===== config.mk =====
export PLATFORM = sky130hd
export DESIGN_NAME = tx_status_fifo
export DESIGN_NICKNAME = d
export VERILOG_FILES = /design/src/rtl/txs_pkg.sv /design/src/rtl/txs_word_build.sv /design/src/rtl/txs_fifo_store.sv /design/src/rtl/tx_status_fifo.sv
export SDC_FILE = /design/constraint.sdc
export NUM_CORES = 1
export LEC_CHECK = 0
export BUFFER_PORTS_ARGS = -buffer_cell sky130_fd_sc_hd__buf_2
export CORE_MARGIN = 2
export CORE_UTILIZATION = 40
export DETAILED_ROUTE_END_ITERATION = 7
export PLACE_DENSITY = 0.59
export SLEW_MARGIN = 15
export SYNTH_ARGS = -nofsm -noshare
export SYNTH_HDL_FRONTEND = slang
export SYNTH_SLANG_ARGS = --single-unit

===== constraint.sdc =====
create_clock -name clk -period 4.8 [get_ports clk]
set_input_delay 0.72 -clock clk [delete_from_list [all_inputs] [get_ports clk]]
set_output_delay 0.72 -clock clk [all_outputs]
set_load 0.1 [all_outputs]

===== src/rtl/txs_pkg.sv =====
package txs_pkg;

    localparam int TAG_W  = 16;
    localparam int FLAG_W = 12;

    // flag positions that feed the summary error bit
    localparam logic [FLAG_W-1:0] SUM_MASK = 12'b1111_0000_0110;

    typedef struct packed {
        logic [TAG_W-1:0]  tag;
        logic              err_sum;
        logic [2:0]        zero_pad;
        logic [FLAG_W-1:0] flags;
    } txs_word_t;

endpackage


===== src/rtl/txs_word_build.sv =====
module txs_word_build
    import txs_pkg::*;
(
    input  logic [TAG_W-1:0]  tag_i,
    input  logic [FLAG_W-1:0] flags_i,
    output txs_word_t         word_o
);

    always_comb begin
        word_o          = '0;
        word_o.tag      = tag_i;
        word_o.flags    = flags_i;
        word_o.err_sum  = |(flags_i & SUM_MASK);
        word_o.zero_pad = 3'b000;
    end

endmodule


===== src/rtl/txs_fifo_store.sv =====
module txs_fifo_store
    import txs_pkg::*;
#(
    parameter int DEPTH = 16,
    localparam int PW   = (DEPTH > 1) ? $clog2(DEPTH) : 1,
    localparam int CW   = $clog2(DEPTH + 1)
) (
    input  logic          clk,
    input  logic          rst_n,
    input  logic          push_i,
    input  logic          pop_i,
    input  txs_word_t     word_i,
    output txs_word_t     head_o,
    output logic [CW-1:0] count_o
);

    localparam logic [PW-1:0] LAST_IDX = PW'(DEPTH - 1);
    localparam logic [CW-1:0] FULL_CNT = CW'(DEPTH);

    typedef struct packed {
        logic [PW-1:0] wptr;
        logic [PW-1:0] rptr;
        logic [CW-1:0] cnt;
    } ptr_state_t;

    ptr_state_t st_d, st_q;
    txs_word_t  mem_q [DEPTH];

    function automatic logic [PW-1:0] wrap_inc(input logic [PW-1:0] p);
        return (p == LAST_IDX) ? '0 : p + 1'b1;
    endfunction

    always_comb begin
        st_d = st_q;
        if (push_i) st_d.wptr = wrap_inc(st_q.wptr);
        if (pop_i)  st_d.rptr = wrap_inc(st_q.rptr);
        case ({push_i, pop_i})
            2'b10:   st_d.cnt = st_q.cnt + 1'b1;
            2'b01:   st_d.cnt = st_q.cnt - 1'b1;
            default: st_d.cnt = st_q.cnt;
        endcase
    end

    always_ff @(posedge clk) begin
        if (!rst_n) st_q <= '0;
        else        st_q <= st_d;
    end

    always_ff @(posedge clk) begin
        if (push_i) mem_q[st_q.wptr] <= word_i;
    end

    assign head_o  = mem_q[st_q.rptr];
    assign count_o = st_q.cnt;

    assert_no_overflow_R6: assert property (@(posedge clk) disable iff (!rst_n)
        st_q.cnt <= FULL_CNT);

    assert_no_underflow_R10: assert property (@(posedge clk) disable iff (!rst_n)
        (st_q.cnt == '0 && !push_i) |=> st_q.cnt == '0);

endmodule


===== src/rtl/tx_status_fifo.sv =====
module tx_status_fifo
    import txs_pkg::*;
#(
    parameter int DEPTH = 16,
    localparam int CW   = $clog2(DEPTH + 1)
) (
    input  logic              clk,
    input  logic              rst_n,
    input  logic              done_valid,
    input  logic [TAG_W-1:0]  done_tag,
    input  logic [FLAG_W-1:0] done_flags,
    input  logic              discard_mode,
    input  logic              host_rd,
    output logic [31:0]       rd_data,
    output logic [CW-1:0]     used_cnt,
    output logic              tx_en,
    output logic              tx_err
);

    localparam logic [CW-1:0] FULL_CNT = CW'(DEPTH);

    typedef struct packed {
        logic err;
    } ctl_state_t;

    ctl_state_t ctl_d, ctl_q;
    txs_word_t  new_word, head_word;
    logic [CW-1:0] cnt;
    logic is_full, is_empty, do_push, do_pop;

    txs_word_build u_build (
        .tag_i   (done_tag),
        .flags_i (done_flags),
        .word_o  (new_word)
    );

    txs_fifo_store #(.DEPTH(DEPTH)) u_store (
        .clk     (clk),
        .rst_n   (rst_n),
        .push_i  (do_push),
        .pop_i   (do_pop),
        .word_i  (new_word),
        .head_o  (head_word),
        .count_o (cnt)
    );

    always_comb begin
        is_full  = (cnt == FULL_CNT);
        is_empty = (cnt == '0);
        do_push  = done_valid && !is_full;
        do_pop   = host_rd && !is_empty;
        ctl_d.err = done_valid && is_full && !discard_mode;
    end

    always_ff @(posedge clk) begin
        if (!rst_n) ctl_q <= '0;
        else        ctl_q <= ctl_d;
    end

    assign rd_data  = is_empty ? 32'd0 : head_word;
    assign used_cnt = cnt;
    assign tx_en    = discard_mode || !is_full;
    assign tx_err   = ctl_q.err;

    assert_count_step_R1: assert property (@(posedge clk) disable iff (!rst_n)
        (done_valid && used_cnt != FULL_CNT && !host_rd) |=> used_cnt == $past(used_cnt) + 1'b1);

    assert_summary_bit_R3: assert property (@(posedge clk) disable iff (!rst_n)
        (used_cnt != '0) |-> rd_data[15] == (|{rd_data[11:8], rd_data[2:1]}));

    assert_zero_pad_R4: assert property (@(posedge clk) disable iff (!rst_n)
        rd_data[14:12] == 3'b000);

    assert_hold_off_R5: assert property (@(posedge clk) disable iff (!rst_n)
        (!discard_mode && used_cnt == FULL_CNT) |-> !tx_en);

    assert_err_pulse_R7: assert property (@(posedge clk) disable iff (!rst_n)
        (done_valid && used_cnt == FULL_CNT && !discard_mode) |=> tx_err);

    assert_quiet_discard_R7: assert property (@(posedge clk) disable iff (!rst_n)
        discard_mode |=> !tx_err);

    assert_empty_read_R10: assert property (@(posedge clk) disable iff (!rst_n)
        (used_cnt == '0) |-> rd_data == 32'd0);

endmodule


==> impl_metrics.csv <==
group,metric,value,unit
timing,drv_slew,0,
grt,gr-total-overflow,0,
synth,ys_types,48,
detailed_routing,ant_nets,0,
clock_network,ctsHoldBuffers,0,
timing,min_period_over_period,77.8,%
synth,postSynthAreaPerCell,21.8,um2
critical_path,cp-end-kind,"output pin",
final_layout,area_delta_synth_final,14.4,%
grt,grt_pass1_vias,8955,
critical_path,crit_family,"simple AND/OR/NAND/NOR gates",
timing,skew,0.0426,ns
detailed_routing,drt_iter0_markers,872,
final_layout,final_nets,994,
power_and_ir_drop,comb_power_share,29.4,%
placement,gp_congestion,0.709,
grt,grt_pass1_wl,58100,um
final_layout,ff_latch_area,0.0143,mm2
hold_path,holdCritPathClass,"in2reg",
clock_network,postCtsSetupRepairBufs,0,
clock_network,path_clk_slew,0.06,ns
floorplanning,die_area,0.0486,mm2
power_and_ir_drop,power_density,563,mW/mm2
clock_network,clock_tree.htree_level_count,2,
timing,max_slew.worst_pin.slew,1.04,ns
critical_path,cp_slowest_cell,"o22ai_1",
placement,io_buffers,68,
critical_path,crit_buf_inv,1,
final_layout,final_util,46.3,%
final_layout,multi_input_area,0.00424,mm2
grt,grtUsageMet3,3.29,%
final_layout,insertedDiodeCount,0,
synth,synth_edf_count,464,
clock_network,cts_resized,0,
timing,rsz0062_at_grt,"false",
floorplanning,ioPinCount,72,
timing,fin_setup_tns,0,ns
floorplanning,initial_core_util,40.4,%
synth,netlist_area,0.0187,mm2
critical_path,critPathKind,"reg2out",
timing,finalSetupViolations,0,
critical_path,max_stage_delay,0.56,ns
synth,ys_seq_elements,482,
placement,hpwl,21600,um
final_layout,fillers,3817,
final_layout,final_common_cell,"edfxtp_1",
power_and_ir_drop,power_frac_seq,40.3,%
timing,hold_violations,0,
timing,finalCriticalPeriod,3.73,ns
power_and_ir_drop,p_sw,4.25,mW
clock_network,cts_buffer_depth,3,
synth,synthCells,858,
timing,max_freq,268,MHz
detailed_routing,drtPass1Iterations,5,
grt,grt_util_all_layers,16.6,%
power_and_ir_drop,switching_share,35.2,%
grt,use_met1,21.6,%
floorplanning,die_x,220,um
clock_network,clock-root-buffer,"clkbuf_16",
detailed_routing,avgViaCountPerCell,5.38,
job,maxCapViolCount,0,
floorplanning,coreArea,0.0464,mm2
placement,place_ws,1.58,ns
detailed_routing,wire_per_inst,24.6,um
timing,fin_ws,1.07,ns
synth,async_flop_share,0,%
critical_path,crit_chain,"nor4_4 -> nand2b_1 -> nand2_2 -> o22ai_1 -> buf_2",
critical_path,cp.required,4.08,ns
run_status,outcome,"complete, no violations",
detailed_routing,route.detailed.drc,0,
floorplanning,die_h,220,um
critical_path,cp_max_fo,29,
timing,relSlewSlack,30.3,%
final_layout,layout-drive-gt1-share,31.0,%
power_and_ir_drop,clockPowerShare,30.3,%
final_layout,final_cell_mix,"edfxtp_1 (464), mux4_2 (116), buf_2 (68), mux2i_1 (59), clkbuf_16 (50)",
grt,grt_max_degree,42,
grt,met2_usage,28.5,%
synth,synthFlopType,"edfxtp_1",
clock_network,clock_latency,0.61,ns
critical_path,cp.arrival,3.01,ns
critical_path,cp-start-kind,"register",
clock_network,cts_tree,"done",
clock_network,cts_num_sinks,482,
detailed_routing,num_vias,8609,
synth,ys.warnings.count,0,
power_and_ir_drop,p_int,7.83,mW
grt,busiest_layer,"met2",
grt,antenna_found_initial,2,
synth,yosysSeqAreaShare,76.3,%
clock_network,cts_made_buffers,50,
detailed_routing,routed_wl,39400,um
power_and_ir_drop,leakage,6.65,nW
floorplanning,rows,79,
power_and_ir_drop,peakVddDrop,0.390,mV
-- worst reg2reg max path: cells and delay by family, from the launching register on --
kind | cells | cell delay, ns
AND/OR/NAND/NOR | 5 | 1.44
adder cells (fa/ha/maj) | 2 | 0.58
flip-flops | 1 | 0.37
AO/OA/AOI/OAI | 2 | 0.28
XOR/XNOR | 1 | 0.20
buffers and inverters | 1 | 0.07
-- through the flow --
stage / cells / instance area [um2] / hold WS (ns) / power, mW
floorplan: 860 / 18800 / 0.477 / 7.90
global placement: 1508 / 19900 / 0.489 / 8.56
detailed placement: 1508 / 19900 / 0.496 / 8.58
CTS: 1601 / 21400 / 0.369 / 12.2
global route: 1601 / 21400 / 0.378 / 12.6
finish: 1601 / 21400 / 0.399 / 12.1
-- state kept, by name (all words and copies together) (netlist names), named ones only --
name             cells
tx_err               1
u_store.count_o      5
u_store.mem_q      464
u_store.st_q         8
-- cells in the mapped netlist, drive strengths merged, types with 6 or more instances --
| cell type | number | area [um2] |
|---|---|---|
| buf | 40 | 256 |
| clkbuf | 16 | 60.1 |
| dfxtp | 18 | 360 |
| edfxtp | 464 | 13900 |
| ha | 8 | 100 |
| inv | 6 | 22.5 |
| mux2i | 59 | 591 |
| mux4 | 116 | 2610 |
| nand2 | 18 | 67.6 |
| nor2 | 20 | 75.1 |
| nor3 | 7 | 35.0 |
| o22ai | 29 | 181 |
-- logic make-up (layout without fill, tap and decap cells) --
family	count (synthesis)	count (layout)	share of synthesized area (%)
simple gates	72	72	2.04
xor+xnor	5	5	0.234
fa+ha+maj	8	8	0.534
flops	482	482	76.3
compound gates	53	53	2.02
mux	175	175	17.1
buf+inv	62	196	1.81
other cells	1	3	0.0200
-- power by group through the flow --
| stage | Sequential (mW) | Clock (mW) | Combinational, mW |
|---|---|---|---|
| after CTS | 4.88 | 3.74 | 3.62 |
| after global routing | 4.89 | 3.92 | 3.75 |
| after global placement | 4.96 | 0 | 3.60 |
| after detailed placement | 4.97 | 0 | 3.61 |
| after floorplan | 4.86 | 0 | 3.04 |
| final | 4.87 | 3.66 | 3.55 |
-- area by class of cell --
class | instances | area share [%]
clock inverter | 27 | 1.12
clock buffer | 66 | 6.11
inverter | 6 | 0.105
timing repair buffer | 97 | 2.66
multi-input combinational | 316 | 19.8
sequential | 482 | 66.7
tap | 607 | 3.54
-- final timing paths --
path | slack, ns | end | depth (start not counted) | from
setup reg to reg | 1.76 | u_store.count_o[4]$_SDFFE_PN0P_ | 11 | u_store.count_o[0]$_SDFFE_PN0P_
hold / removal | 0.40 | tx_err$_SDFF_PN0_ | 3 | discard_mode
hold reg to reg | 0.51 | register | 2 | u_store.st_q[6]$_SDFFE_PN0P_
setup / recovery | 1.07 | rd_data[7] | 5 | u_store.count_o[2]$_SDFFE_PN0P_
-- per-layer routing --
metal,wire (um),up-vias
met3,1750,64
met5,27,-
met2,20200,192
li1,-,3778
met4,882,4
met1,16500,4571
Note: power is estimated with default switching activity, not from simulation.
